**config.mk**
```make
export PLATFORM = sky130hd
export DESIGN_NAME = addr_out_port
export DESIGN_NICKNAME = d
export VERILOG_FILES = /design/src/rtl/aop_pkg.sv /design/src/rtl/aop_reg.sv /design/src/rtl/aop_halt_ctrl.sv /design/src/rtl/aop_pin_mux.sv /design/src/rtl/addr_out_port.sv
export SDC_FILE = /design/constraint.sdc
export NUM_CORES = 1
export LEC_CHECK = 0
export ABC_AREA = 1
export BUFFER_PORTS_ARGS = -buffer_cell sky130_fd_sc_hd__buf_4
export CAP_MARGIN = 20
export CORE_MARGIN = 10
export CORE_UTILIZATION = 35
export CTS_CLUSTER_DIAMETER = 200
export DETAILED_ROUTE_END_ITERATION = 16
export GPL_ROUTABILITY_DRIVEN = 0
export PLACE_DENSITY = 0.74
export SETUP_SLACK_MARGIN = 0.2
export SYNTH_ARGS = -nofsm -noshare
export SYNTH_HDL_FRONTEND = slang
export SYNTH_SLANG_ARGS = --single-unit
```
**constraint.sdc**
```tcl
create_clock -name clk_i -period 1 [get_ports clk_i]
set_input_delay 0.1 -clock clk_i [delete_from_list [all_inputs] [get_ports clk_i]]
set_output_delay 0.1 -clock clk_i [all_outputs]
set_load 0.02 [all_outputs]
```
**src/rtl/aop_pkg.sv**
```systemverilog
package aop_pkg;
  typedef enum logic {
    MODE_SINGLE   = 1'b0,
    MODE_EXPANDED = 1'b1
  } aop_mode_e;

  localparam int unsigned AOP_DATA_W     = 8;
  localparam int unsigned AOP_BUS_ADDR_W = 16;
  localparam int unsigned AOP_REG_ADDR_W = 16;
endpackage

```
**src/rtl/aop_reg.sv**
```systemverilog
module aop_reg #(
  parameter int unsigned DATA_W     = 8,
  parameter int unsigned REG_ADDR_W = 16,
  parameter logic [REG_ADDR_W-1:0] REG_OFFSET = 16'h1005
) (
  input  logic                  clk_i,
  input  logic                  rst_ni,
  input  logic                  sel_i,
  input  logic                  we_i,
  input  logic [REG_ADDR_W-1:0] addr_i,
  input  logic [DATA_W-1:0]     wdata_i,
  input  logic [DATA_W-1:0]     pin_i,
  output logic [DATA_W-1:0]     latch_o,
  output logic [DATA_W-1:0]     rdata_o
);
  logic hit, wr_en, rd_en;
  logic [DATA_W-1:0] latch_q, rdata_q;

  assign hit   = sel_i && (addr_i == REG_OFFSET);
  assign wr_en = hit && we_i;
  assign rd_en = hit && !we_i;

  always_ff @(posedge clk_i or negedge rst_ni) begin
    if (!rst_ni)    latch_q <= '0;
    else if (wr_en) latch_q <= wdata_i;
  end

  // read returns sensed pin level, never the latch
  always_ff @(posedge clk_i or negedge rst_ni) begin
    if (!rst_ni)    rdata_q <= '0;
    else if (rd_en) rdata_q <= pin_i;
    else            rdata_q <= '0;
  end

  assign latch_o = latch_q;
  assign rdata_o = rdata_q;
endmodule

```
**src/rtl/aop_halt_ctrl.sv**
```systemverilog
module aop_halt_ctrl (
  input  logic halt_ni,
  input  logic opt_nhalt_i,
  output logic tri_o
);
  assign tri_o = !opt_nhalt_i && !halt_ni;
endmodule

```
**src/rtl/aop_pin_mux.sv**
```systemverilog
module aop_pin_mux
  import aop_pkg::*;
#(
  parameter int unsigned DATA_W = 8
) (
  input  aop_mode_e         mode_i,
  input  logic [DATA_W-1:0] addr_lo_i,
  input  logic [DATA_W-1:0] latch_i,
  input  logic              tri_i,
  output logic [DATA_W-1:0] pin_o,
  output logic [DATA_W-1:0] pin_oe_o
);
  for (genvar b = 0; b < DATA_W; b++) begin : g_pin
    always_comb begin
      unique case (mode_i)
        MODE_EXPANDED: pin_o[b] = addr_lo_i[b];
        default:       pin_o[b] = latch_i[b];
      endcase
      pin_oe_o[b] = !tri_i;
    end
  end
endmodule

```
**src/rtl/addr_out_port.sv**
```systemverilog
module addr_out_port
  import aop_pkg::*;
#(
  parameter int unsigned DATA_W     = AOP_DATA_W,
  parameter int unsigned BUS_ADDR_W = AOP_BUS_ADDR_W,
  parameter int unsigned REG_ADDR_W = AOP_REG_ADDR_W,
  parameter logic [REG_ADDR_W-1:0] REG_OFFSET = 16'h1005
) (
  input  logic                  clk_i,
  input  logic                  rst_ni,
  input  logic                  reg_sel_i,
  input  logic                  reg_we_i,
  input  logic [REG_ADDR_W-1:0] reg_addr_i,
  input  logic [DATA_W-1:0]     reg_wdata_i,
  output logic [DATA_W-1:0]     rd_data_o,
  input  logic                  expanded_i,
  input  logic [BUS_ADDR_W-1:0] bus_addr_i,
  input  logic                  halt_ni,
  input  logic                  opt_nhalt_i,
  input  logic [DATA_W-1:0]     pin_i,
  output logic [DATA_W-1:0]     pin_o,
  output logic [DATA_W-1:0]     pin_oe_o
);
  localparam int unsigned HI_W = BUS_ADDR_W - DATA_W;

  logic [DATA_W-1:0] latch_q;
  logic              pin_tri;
  aop_mode_e         mode;
  logic              unused_addr_hi;

  assign mode           = aop_mode_e'(expanded_i);
  assign unused_addr_hi = ^bus_addr_i[BUS_ADDR_W-1 -: HI_W];

  aop_reg #(
    .DATA_W    (DATA_W),
    .REG_ADDR_W(REG_ADDR_W),
    .REG_OFFSET(REG_OFFSET)
  ) i_reg (
    .clk_i  (clk_i),
    .rst_ni (rst_ni),
    .sel_i  (reg_sel_i),
    .we_i   (reg_we_i),
    .addr_i (reg_addr_i),
    .wdata_i(reg_wdata_i),
    .pin_i  (pin_i),
    .latch_o(latch_q),
    .rdata_o(rd_data_o)
  );

  aop_halt_ctrl i_halt (
    .halt_ni    (halt_ni),
    .opt_nhalt_i(opt_nhalt_i),
    .tri_o      (pin_tri)
  );

  aop_pin_mux #(.DATA_W(DATA_W)) i_mux (
    .mode_i   (mode),
    .addr_lo_i(bus_addr_i[DATA_W-1:0]),
    .latch_i  (latch_q),
    .tri_i    (pin_tri),
    .pin_o    (pin_o),
    .pin_oe_o (pin_oe_o)
  );
endmodule

```
### Word level (Yosys, flattened, before mapping)

Index checks and enable logic that the tools add are counted.
W data, S select, Z words.

* bits in registers: 16
* output and inout port bits: 24
* bits of input ports: 55
* word-level logic and storage cells: 20

* reduce and logical (&&, ||, !) cells: 8
* equal/unequal tests: 1
* muxes and demuxes: 9

Operators with widths (count)
* $eq A16 B13 Y1 const B: 1
* $mux W1: 8
* $mux W8: 1
* $logic_and A1 B1 Y1: 4
* $logic_not A1 Y1: 4

### Longest topological paths before layout

Gate-level depths: netlist of the first run.

* depth in word-level cells: 4
* depth in mapped cells: 7
* mapped depth without buffers: 7

### By module

Synthesis of the first run repeated with hierarchy kept, for this count alone.

* cell total of the unflattened synthesis: 125
* area total of the unflattened synthesis: 975.9 µm²

Modules (own cells, without submodules)
* aop_reg: cells each 90, times used 1, area an instance 810.8 µm², sequential area each 400.4 µm²
* aop_pin_mux: cells each 34, times used 1, area an instance 161.4 µm², sequential area each 0.0 µm²
* aop_halt_ctrl: cells each 1, times used 1, area an instance 3.8 µm², sequential area each 0.0 µm²

### Worst setup path after synthesis of the first run

No wires, ideal clock.

* kind: input to register
* start: input port reg_addr_i[9]
* end: register i_reg.latch_q[0] (netlist: i_reg.latch_o[0])
* cell stages on the path: 5
* setup time: 0.117 ns
* buffers on the path: 0
* required time: 0.883 ns
* setup slack: 0.077 ns
* arrival: 0.806 ns
* cell sequence: or2_4 -> nor2_8 -> nand4_4 -> nand2_1 -> nand2_1

* longest elaborated chain between the ends: 3

RTL lines
* start, declared: line addr_out_port.sv:13 `input logic [REG_ADDR_W-1:0] reg_addr_i,`
* $eq A16 B13 Y1: line aop_reg.sv:19 `assign hit = sel_i && (addr_i == REG_OFFSET);`
* $logic_and A1 B1 Y1: line aop_reg.sv:19
* $logic_and A1 B1 Y1: line aop_reg.sv:20 `assign wr_en = hit && we_i;`
* end signal, assigned: line aop_reg.sv:25 `else if (wr_en) latch_q <= wdata_i;`
* end, declared: line aop_reg.sv:17 `logic [DATA_W-1:0] latch_q, rdata_q;`

Every way passes these cells.
A chain may end at the register's enable or synchronous reset.

### Worst setup path after layout of the first run

* start: register i_reg.latch_q[7] (netlist: i_reg.latch_o[7])
* end: output port pin_o[7]

* longest elaborated chain between the ends: 1

RTL lines
* $mux W1: line aop_pin_mux.sv:15 `unique case (mode_i)`
* end, declared: line addr_out_port.sv:21 `output logic [DATA_W-1:0] pin_o,`

Every way passes these cells.

==> impl_metrics.csv, run 1 <==
group,metric,value,unit
logic_synthesis,synth_area,950.9,um2
timing,max_slew_margin,0.8638,
power_and_ir_drop,netSwitchingPower,369.7,uW
placement,quantity_of_i_o_buffers_inserted_on_ports,70,
logic_synthesis,synth_largest_type_area_fraction,0.4211,
critical_path,timing.setup.critical_path_class,"flip-flop to output pin",
die,dieHeight,72.13,um
cells_and_area,n_antenna_cell,0,
timing,grt_setup_unrepaired,"true",
drt,ant_nets,0,
die,die_area,0.005202,mm2
power_and_ir_drop,power.density,822.4,mW/mm2
critical_path,worstPathMaxFanout,2,
timing,layout_min_cycle_time,1.182,ns
timing,setup_ws,-0.1820,ns
die,pin_count,79,
timing,fin_crit_sh,1.182,
critical_path,crit_path_max_incr_delay,0.39,ns
grt,via_count_of_the_first_global_routing_pass,1008,
drt,detail_route.drc_violations,0,
critical_path,critPathRequiredTime,0.90,ns
critical_path,crit_family,"flip-flops",
logic_synthesis,synthesized_instance_count,104,
drt,routed_length_per_placed_instance,14.06,um
cells_and_area,layout.nets,241,
power_and_ir_drop,max-vdd-ir-drop,0.0005411,V
power_and_ir_drop,internal_power_consumption,1.088,mW
clocking,clock_tree_from_tritoncts,"done",
clocking,cts_buffer_depth,2,
logic_synthesis,yosys_register_bits,16,
logic_synthesis,yosysUniqueCellTypes,18,
power_and_ir_drop,seqPwrFrac,0.443,
critical_path,path_cells,"mux2_4 -> buf_6",
flow_run,maxCapViolations,0,
cells_and_area,syn_to_layout_area_delta,86.45,%
drt,num_vias,957,
power_and_ir_drop,switching_share,0.2536,
clocking,worst_setup_hold_path_clk_slew,0.09,ns
critical_path,crit_arrival,1.08,ns
die,chipWidth,72.13,um
timing,final_max_slew_viols,0,
power_and_ir_drop,share_clk_of_total_power,0.289,
drt,drt_first_iter_violations,51,
logic_synthesis,number_of_nets_produced_by_synthesis,159,
grt,grt_pass1_wl,4692,um
logic_synthesis,synth_top_area_cell,"dfrtp_1",
clocking,tritoncts_num_sinks,16,
logic_synthesis,postSynthAreaPerCell,9.143,um2
drt,drt-pass1-iter-count,4,
min_path,min-delay-path-class,"input port to flip-flop",
clocking,htree_levels,1,
die,floorplan.rows,18,
logic_synthesis,yosysWarningCount,0,
die,initial_core_util,0.3736,
cells_and_area,most-common-layout-cells,"64 x buf_4, 21 x buf_6, 16 x dfrtp_1, 14 x nand2_1",
grt,antenna_found_initial,0,
power_and_ir_drop,power.leakage,1.050,nW
die,core_region_area,0.002545,mm2
clocking,clk-insertion-delay-late,0.28,ns
clocking,cts_buffers,3,
placement,pre_cts_slack,-0.05912,ns
drt,routed_via_density,4.451,
critical_path,cp_num_buf_inv,1,
timing,setup_viol,8,
timing,fin_setup_tns,-1.356,ns
outcome,violations_in_the_final_reports,"negative setup slack",
grt,grt_start_max_net_pins,17,
critical_path,crit_path_end_kind,"output pin",
grt,gr-usage-all-layers,0.1100,
outcome,run_status,"finished, violations left",
logic_synthesis,post_synthesis_sequential_area_ratio,0.4211,
cells_and_area,most_common_cell_after_layout_fill_and_taps_aside,"buf_4",
cells_and_area,layout-drive-gt1-share,0.7135,
clocking,cts_root_buf,"clkbuf_4",
grt,overflow,0,
critical_path,timing.critical_path.slowest_stage_cell,"dfrtp_1",
logic_synthesis,netlist_top_cells_area,"dfrtp_1 42%, mux2_2 9.5%, nand2_1 8.3%, nor2_2 6.6%, buf_4 5.5%",
placement,dpl.hpwl,2454,um
timing,report.final.hold_viol_count,0,
timing,worst_clock_skew,0,ns
power_and_ir_drop,share_comb_of_total_power,0.268,
timing,worstMarginPinSlew,0.2043,ns
timing,timing.fmax,846.1,MHz
drt,routed_wirelength,3023,um
critical_path,setup.worst_path.start_class,"flip-flop",
power groups by stage:
stage	clock (mW)	sequential (mW)	combinational, mW
after floorplan	0	0.660	0.158
after global placement	0	0.659	0.349
after detailed placement	0	0.659	0.357
after CTS	0.433	0.647	0.381
after global routing	0.460	0.647	0.420
final	0.421	0.647	0.391
worst min-delay path, delay by kind of cell:
family / cells / cell delay (ns)
simple gates: 1 / 0.06
buf+inv: 2 / 0.12
through the flow:
| stage | total power [mW] | hold slack [ns] | cell area, um2 | util | cells |
|---|---|---|---|---|---|
| after global placement | 1.008 | -0.03716 | 1504 | 0.5910 | 198 |
| after floorplan | 0.8179 | -0.1956 | 980.9 | - | 104 |
| after global routing | 1.527 | 0.01975 | 1773 | 0.6967 | 215 |
| final | 1.458 | 0.02883 | 1773 | 0.6967 | 215 |
| after detailed placement | 1.017 | -0.03148 | 1504 | 0.5910 | 198 |
| after CTS | 1.460 | 0.01474 | 1665 | 0.6544 | 209 |
synth_stat cells:
cell type and n:
nand2_1 21, dfrtp_1 16, inv_1 13, nor2_2 10, mux2_2 8, nand4_1 8
buf_4 7, nor2_1 6, inv_2 3, buf_2 2, nand3_1 2, nor2_8 2
nand2_2 1, nand2_4 1, nand3b_4 1, nand4_4 1, or2_2 1, or2_4 1
sequential cells by signal, summed over array words and instances, names as in the netlist:
name	count
i_reg.latch_o	8
i_reg.rdata_o	8
worst paths after layout:
check                           cells past startpoint             start                to  slack [ns]
worst max register to register                      4  i_reg.latch_o[3]  i_reg.latch_o[3]        0.15
worst min-delay path                                3          pin_i[0]  i_reg.rdata_o[0]        0.03
worst min register to register                      2  i_reg.latch_o[0]  i_reg.latch_o[0]        0.48
min in group asynchronous                           2            rst_ni  i_reg.rdata_o[5]        0.20
max in group asynchronous                           2            rst_ni  i_reg.latch_o[1]        0.62
worst max-delay path                                2  i_reg.latch_o[7]          pin_o[7]       -0.18
cell type report:
type                    instances  area (um2)
clock buffers                   4       36.28
fillers                       184       772.0
inverters                      16       77.57
multi-input cells              63       494.2
flip-flops and latches         16       400.4
well taps                      30       37.54
repair buffers                 86       726.9
metal layers:
metal,GRT usage,wire length [um],vias up
met3,0.03673,260,2
met1,0.1094,1048,437
met4,0.04516,10,0
met5,0,0,-
li1,-,-,479
met2,0.2031,1704,39
repair_timing:
item,in CTS,in global routing
endpoints found under the setup margin,24,29
endpoints found under the hold margin,16,0
pin swaps,0,12
hold buffers,1,0
buffers inserted,6,6
resized for setup,19,17
cell families after synthesis:
group | count (synthesis) | share of synthesized area
flops | 16 | 0.4210
mux | 8 | 0.09474
buf+inv | 25 | 0.1289
simple gates | 55 | 0.3553
No activity file was read; power rests on OpenSTA's default activity.
==> inputs of run 2 (changes only) <==
--- a/config.mk
+++ b/config.mk
@@ -15,6 +15,7 @@
 export GPL_ROUTABILITY_DRIVEN = 0
 export PLACE_DENSITY = 0.74
 export SETUP_SLACK_MARGIN = 0.2
+export SKIP_CTS_REPAIR_TIMING = 1
 export SYNTH_ARGS = -nofsm -noshare
 export SYNTH_HDL_FRONTEND = slang
 export SYNTH_SLANG_ARGS = --single-unit
==> constraint.sdc (replaced) <==
create_clock -name clk_i -period 1 [get_ports clk_i]
set_input_delay 0.05 -clock clk_i [delete_from_list [all_inputs] [get_ports clk_i]]
set_output_delay 0.05 -clock clk_i [all_outputs]
set_load 0.02 [all_outputs]
==> impl_metrics.csv, run 2 (synthesis results as in run 1) <==
group,metric,value,unit
timing,timing.fmax,882.1,MHz
die,dieHeight,72.13,um
timing,worst_clock_skew,0,ns
flow_run,maxCapViolations,0,
timing,holdWs,-0.01541,ns
die,floorplan.rows,18,
drt,num_vias,952,
die,core_region_area,0.002545,mm2
critical_path,critPathRequiredTime,0.95,ns
grt,gr-usage-all-layers,0.1019,
drt,detail_route.drc_violations,0,
clocking,cts_buffer_depth,2,
power_and_ir_drop,power.leakage,1.022,nW
critical_path,crit_arrival,1.08,ns
die,initial_core_util,0.3736,
cells_and_area,layout.cells.non_filler,211,
grt,overflow,0,
drt,drt-pass1-iter-count,4,
clocking,worst_setup_hold_path_clk_slew,0.09,ns
clocking,clk-insertion-delay-late,0.28,ns
cells_and_area,most_common_cell_after_layout_fill_and_taps_aside,"buf_4",
timing,final_max_slew_viols,0,
timing,worstMarginPinSlew,0.2086,ns
die,pin_count,79,
clocking,clock_tree_from_tritoncts,"done",
timing,fin_crit_sh,1.134,
drt,routed_length_per_placed_instance,14.26,um
placement,dpl.cell_count,195,
cells_and_area,fill_cells,200,
drt,drt_first_iter_violations,16,
clocking,htree_levels,1,
clocking,cts_root_buf,"clkbuf_4",
min_path,min-delay-path-class,"input port to flip-flop",
drt,routed_via_density,4.512,
cells_and_area,layout-drive-gt1-share,0.6133,
power_and_ir_drop,max-vdd-ir-drop,0.0006123,V
critical_path,worstPathMaxFanout,2,
placement,pre_cts_slack,-0.04279,ns
timing,layout_min_cycle_time,1.134,ns
die,chipWidth,72.13,um
drt,ant_nets,0,
outcome,violations_in_the_final_reports,"negative hold slack, negative setup slack",
timing,fin_setup_tns,-0.9725,ns
timing,setup_viol,8,
grt,antenna_found_initial,0,
power_and_ir_drop,power.density,805.1,mW/mm2
timing,setup_ws,-0.1336,ns
clocking,cts_buffers,3,
grt,grt_start_max_net_pins,17,
critical_path,timing.setup.critical_path_class,"flip-flop to output pin",
cells_and_area,layout.nets,238,
timing,grt_setup_unrepaired,"true",
timing,max_slew_margin,0.8606,
timing,report.final.hold_viol_count,1,
die,die_area,0.005202,mm2
grt,via_count_of_the_first_global_routing_pass,920,
drt,routed_wirelength,3009,um
grt,grt_pass1_wl,4333,um
cells_and_area,multi_input_comb_area,467.9,um2
cells_and_area,n_antenna_cell,0,
placement,dpl.hpwl,2416,um
critical_path,crit_path_end_kind,"output pin",
cells_and_area,register_area,400.4,um2
cells_and_area,syn_to_layout_area_delta,77.37,%
clocking,tritoncts_num_sinks,16,
critical_path,setup.worst_path.start_class,"flip-flop",
cells_and_area,most-common-layout-cells,"61 x buf_4, 21 x nand2_1, 16 x dfrtp_1, 16 x buf_6, 13 x inv_1",
placement,quantity_of_i_o_buffers_inserted_on_ports,70,
outcome,run_status,"finished, violations left",
-- run 2: changes by cell type in the layout (fill, tap and decap cells not counted), moves of 4 or more --
cell           previous run  this run
dlygate4sd3_1             1         6
nand2_1                  14        21
buf_6                    21        16
inv_1                     9        13
nand2_2                   8         1
-- run 2: power breakdown --
part	switching [mW]	internal, mW	leakage [nW]	total [mW]
Sequential	0.0000347	0.646	0.224	0.646
Combinational	0.159	0.226	0.784	0.385
Clock	0.187	0.140	0.0138	0.327
-- run 2: worst max-delay path, cell delays in order, from the launching register on --
cell and delay [ns]:
dfrtp_1 0.40, mux2_4 0.28, buf_6 0.13
-- run 2: stage by stage --
stage                       util  area (um2)  power (mW)
after CTS                 0.5801        1476       1.312
after floorplan                -       953.4      0.8095
after global routing      0.6627        1687       1.423
after global placement    0.5713        1454      0.9890
after detailed placement  0.5713        1454      0.9973
final                     0.6627        1687       1.358
-- run 2: area by class of cell --
class                      count  area share
multi-input combinational     63      0.2774
timing repair buffer          83      0.4139
tap                           30     0.02226
clock buffer                   3     0.01335
sequential                    16      0.2374
inverter                      16     0.03561
-- run 2: worst paths after layout --
check	start	endpoint	slack (ns)	cells after the start
min in group asynchronous	rst_ni	i_reg.rdata_o[3]	0.15	2
setup reg to reg	i_reg.latch_o[4]	i_reg.latch_o[4]	0.26	3
setup / recovery	i_reg.latch_o[7]	pin_o[7]	-0.13	2
hold / removal	pin_i[2]	i_reg.rdata_o[2]	-0.02	3
max in group asynchronous	rst_ni	i_reg.latch_o[5]	0.67	2
hold reg to reg	i_reg.latch_o[1]	i_reg.latch_o[1]	0.50	2
-- run 2: metal layers --
metal	vias to the layer above	routed length [um]	global-route usage
met4	0	85	0.04946
met3	6	238	0.04082
li1	476	-	-
met1	432	914	0.09810
met5	-	0	0
met2	38	1772	0.1837
==> inputs of run 3 (changes only) <==
--- a/config.mk
+++ b/config.mk
@@ -13,6 +13,7 @@
 export CTS_CLUSTER_DIAMETER = 200
 export DETAILED_ROUTE_END_ITERATION = 16
 export GPL_ROUTABILITY_DRIVEN = 0
+export HOLD_SLACK_MARGIN = 0.12
 export PLACE_DENSITY = 0.74
 export SETUP_SLACK_MARGIN = 0.2
 export SKIP_CTS_REPAIR_TIMING = 1
==> impl_metrics.csv, run 3 (synthesis results as in run 1) <==
group,metric,value,unit
outcome,run_status,"finished, violations left",
outcome,violations_in_the_final_reports,"negative setup slack",
drt,routed_length_per_placed_instance,16.00,um
die,chipWidth,72.13,um
die,pin_count,79,
drt,drt-pass1-iter-count,4,
timing,worst_clock_skew,0,ns
drt,drt_first_iter_violations,24,
cells_and_area,most_common_cell_after_layout_fill_and_taps_aside,"buf_4",
placement,dpl.hpwl,2416,um
power_and_ir_drop,power.leakage,1.076,nW
grt,grt_pass1_wl,4333,um
cells_and_area,syn_to_layout_area_delta,91.58,%
cells_and_area,fin_util,0.7158,
clocking,tritoncts_num_sinks,16,
clocking,cts_buffers,3,
timing,report.final.hold_viol_count,0,
timing,grt_setup_unrepaired,"true",
min_path,min-delay-path-class,"input port to asynchronous set/reset pin",
flow_run,maxCapViolations,0,
drt,detailed_route_wirelength_on_metal3,268,um
critical_path,crit_path_max_incr_delay,0.41,ns
clocking,worst_setup_hold_path_clk_slew,0.09,ns
grt,grt_start_max_net_pins,17,
timing,timing.fmax,867.4,MHz
die,core_region_area,0.002545,mm2
clocking,clk-insertion-delay-late,0.29,ns
drt,routed_via_density,4.708,
critical_path,path_cells,"mux2_4 -> buf_6",
drt,detail_route.drc_violations,0,
power_and_ir_drop,power.density,777.2,mW/mm2
timing,setup_viol,8,
drt,num_vias,1064,
cells_and_area,most-common-layout-cells,"61 x buf_4, 21 x nand2_1, 19 x dlygate4sd3_1, 16 x dfrtp_1, 16 x buf_6",
timing,max_slew_margin,0.8354,
critical_path,crit_path_end_kind,"output pin",
cells_and_area,layout.nets,251,
die,initial_core_util,0.3736,
timing,worstMarginPinSlew,0.2461,ns
grt,overflow,0,
die,floorplan.rows,18,
timing,holdWs,0.1543,ns
clocking,htree_levels,1,
critical_path,timing.setup.critical_path_class,"flip-flop to output pin",
critical_path,critPathRequiredTime,0.95,ns
clocking,cts_buffer_depth,2,
cells_and_area,layout-drive-gt1-share,0.5722,
timing,setup_ws,-0.1529,ns
grt,antenna_found_initial,1,
drt,routed_wirelength,3617,um
critical_path,timing.critical_path.slowest_stage_cell,"dfrtp_1",
drt,ant_nets,0,
die,dieHeight,72.13,um
power_and_ir_drop,max-vdd-ir-drop,0.0005520,V
die,die_area,0.005202,mm2
critical_path,crit_arrival,1.10,ns
timing,final_max_slew_viols,0,
grt,via_count_of_the_first_global_routing_pass,920,
critical_path,setup.worst_path.start_class,"flip-flop",
critical_path,worstPathMaxFanout,2,
timing,fin_crit_sh,1.153,
drt,top_layer,"met4",
drt,met1Wirelength,1096,um
placement,quantity_of_i_o_buffers_inserted_on_ports,70,
timing,layout_min_cycle_time,1.153,ns
grt,gr-usage-all-layers,0.1019,
drt,wl_met2,2155,um
clocking,clock_tree_from_tritoncts,"done",
clocking,cts_root_buf,"clkbuf_4",
run 3: path summary, 6_finish.rpt:
kind	startpoint	end	slack, ns	cells after the start
worst max-delay path	i_reg.latch_o[7]	pin_o[7]	-0.15	2
worst max register to register	i_reg.latch_o[4]	i_reg.latch_o[4]	0.26	3
worst min-delay path	rst_ni	i_reg.rdata_o[6]	0.15	2
worst min register to register	i_reg.latch_o[1]	i_reg.latch_o[1]	0.50	2
min in group clk_i	reg_we_i	i_reg.latch_o[2]	0.16	4
max in group asynchronous	rst_ni	i_reg.latch_o[7]	0.67	2
run 3: per-layer routing:
layer / up-vias / track usage
met5: - / 0
met1: 500 / 0.09810
met4: 0 / 0.04946
met3: 7 / 0.04082
li1: 503 / -
met2: 54 / 0.1837
run 3: layout make-up:
class	count	area [um2]
Sequential cell	16	400.4
Antenna cell	2	5.005
Multi-Input combinational cell	63	467.9
Tap cell	30	37.54
Timing Repair Buffer	96	828.3
Fill cell	180	723.2
Clock buffer	3	22.52
Inverter	16	60.06
run 3: power breakdown:
part	internal, mW	switching (mW)
Combinational	0.259	0.176
Clock	0.140	0.194
Sequential	0.646	0.0000361
Total	1.05	0.370
run 3: worst max-delay path, delay by kind of cell, from the launching register on:
family | cells | cell delay (ns)
DFF | 1 | 0.41
muxes | 1 | 0.28
buffers and inverters | 1 | 0.13
run 3: stage by stage:
stage / total power, mW / setup TNS, ns / setup slack (ns) / instance area [um2] / std cells
2_1_floorplan: 0.8095 / 0 / 0.1666 / 953.4 / 104
3_3_place_gp: 0.9890 / -0.09007 / -0.01240 / 1454 / 195
3_5_place_dp: 0.9973 / -0.2980 / -0.04279 / 1454 / 195
4_1_cts: 1.312 / -1.117 / -0.1504 / 1476 / 198
5_1_grt: 1.483 / -1.348 / -0.1826 / 1819 / 225
6_report: 1.416 / -1.053 / -0.1529 / 1822 / 226
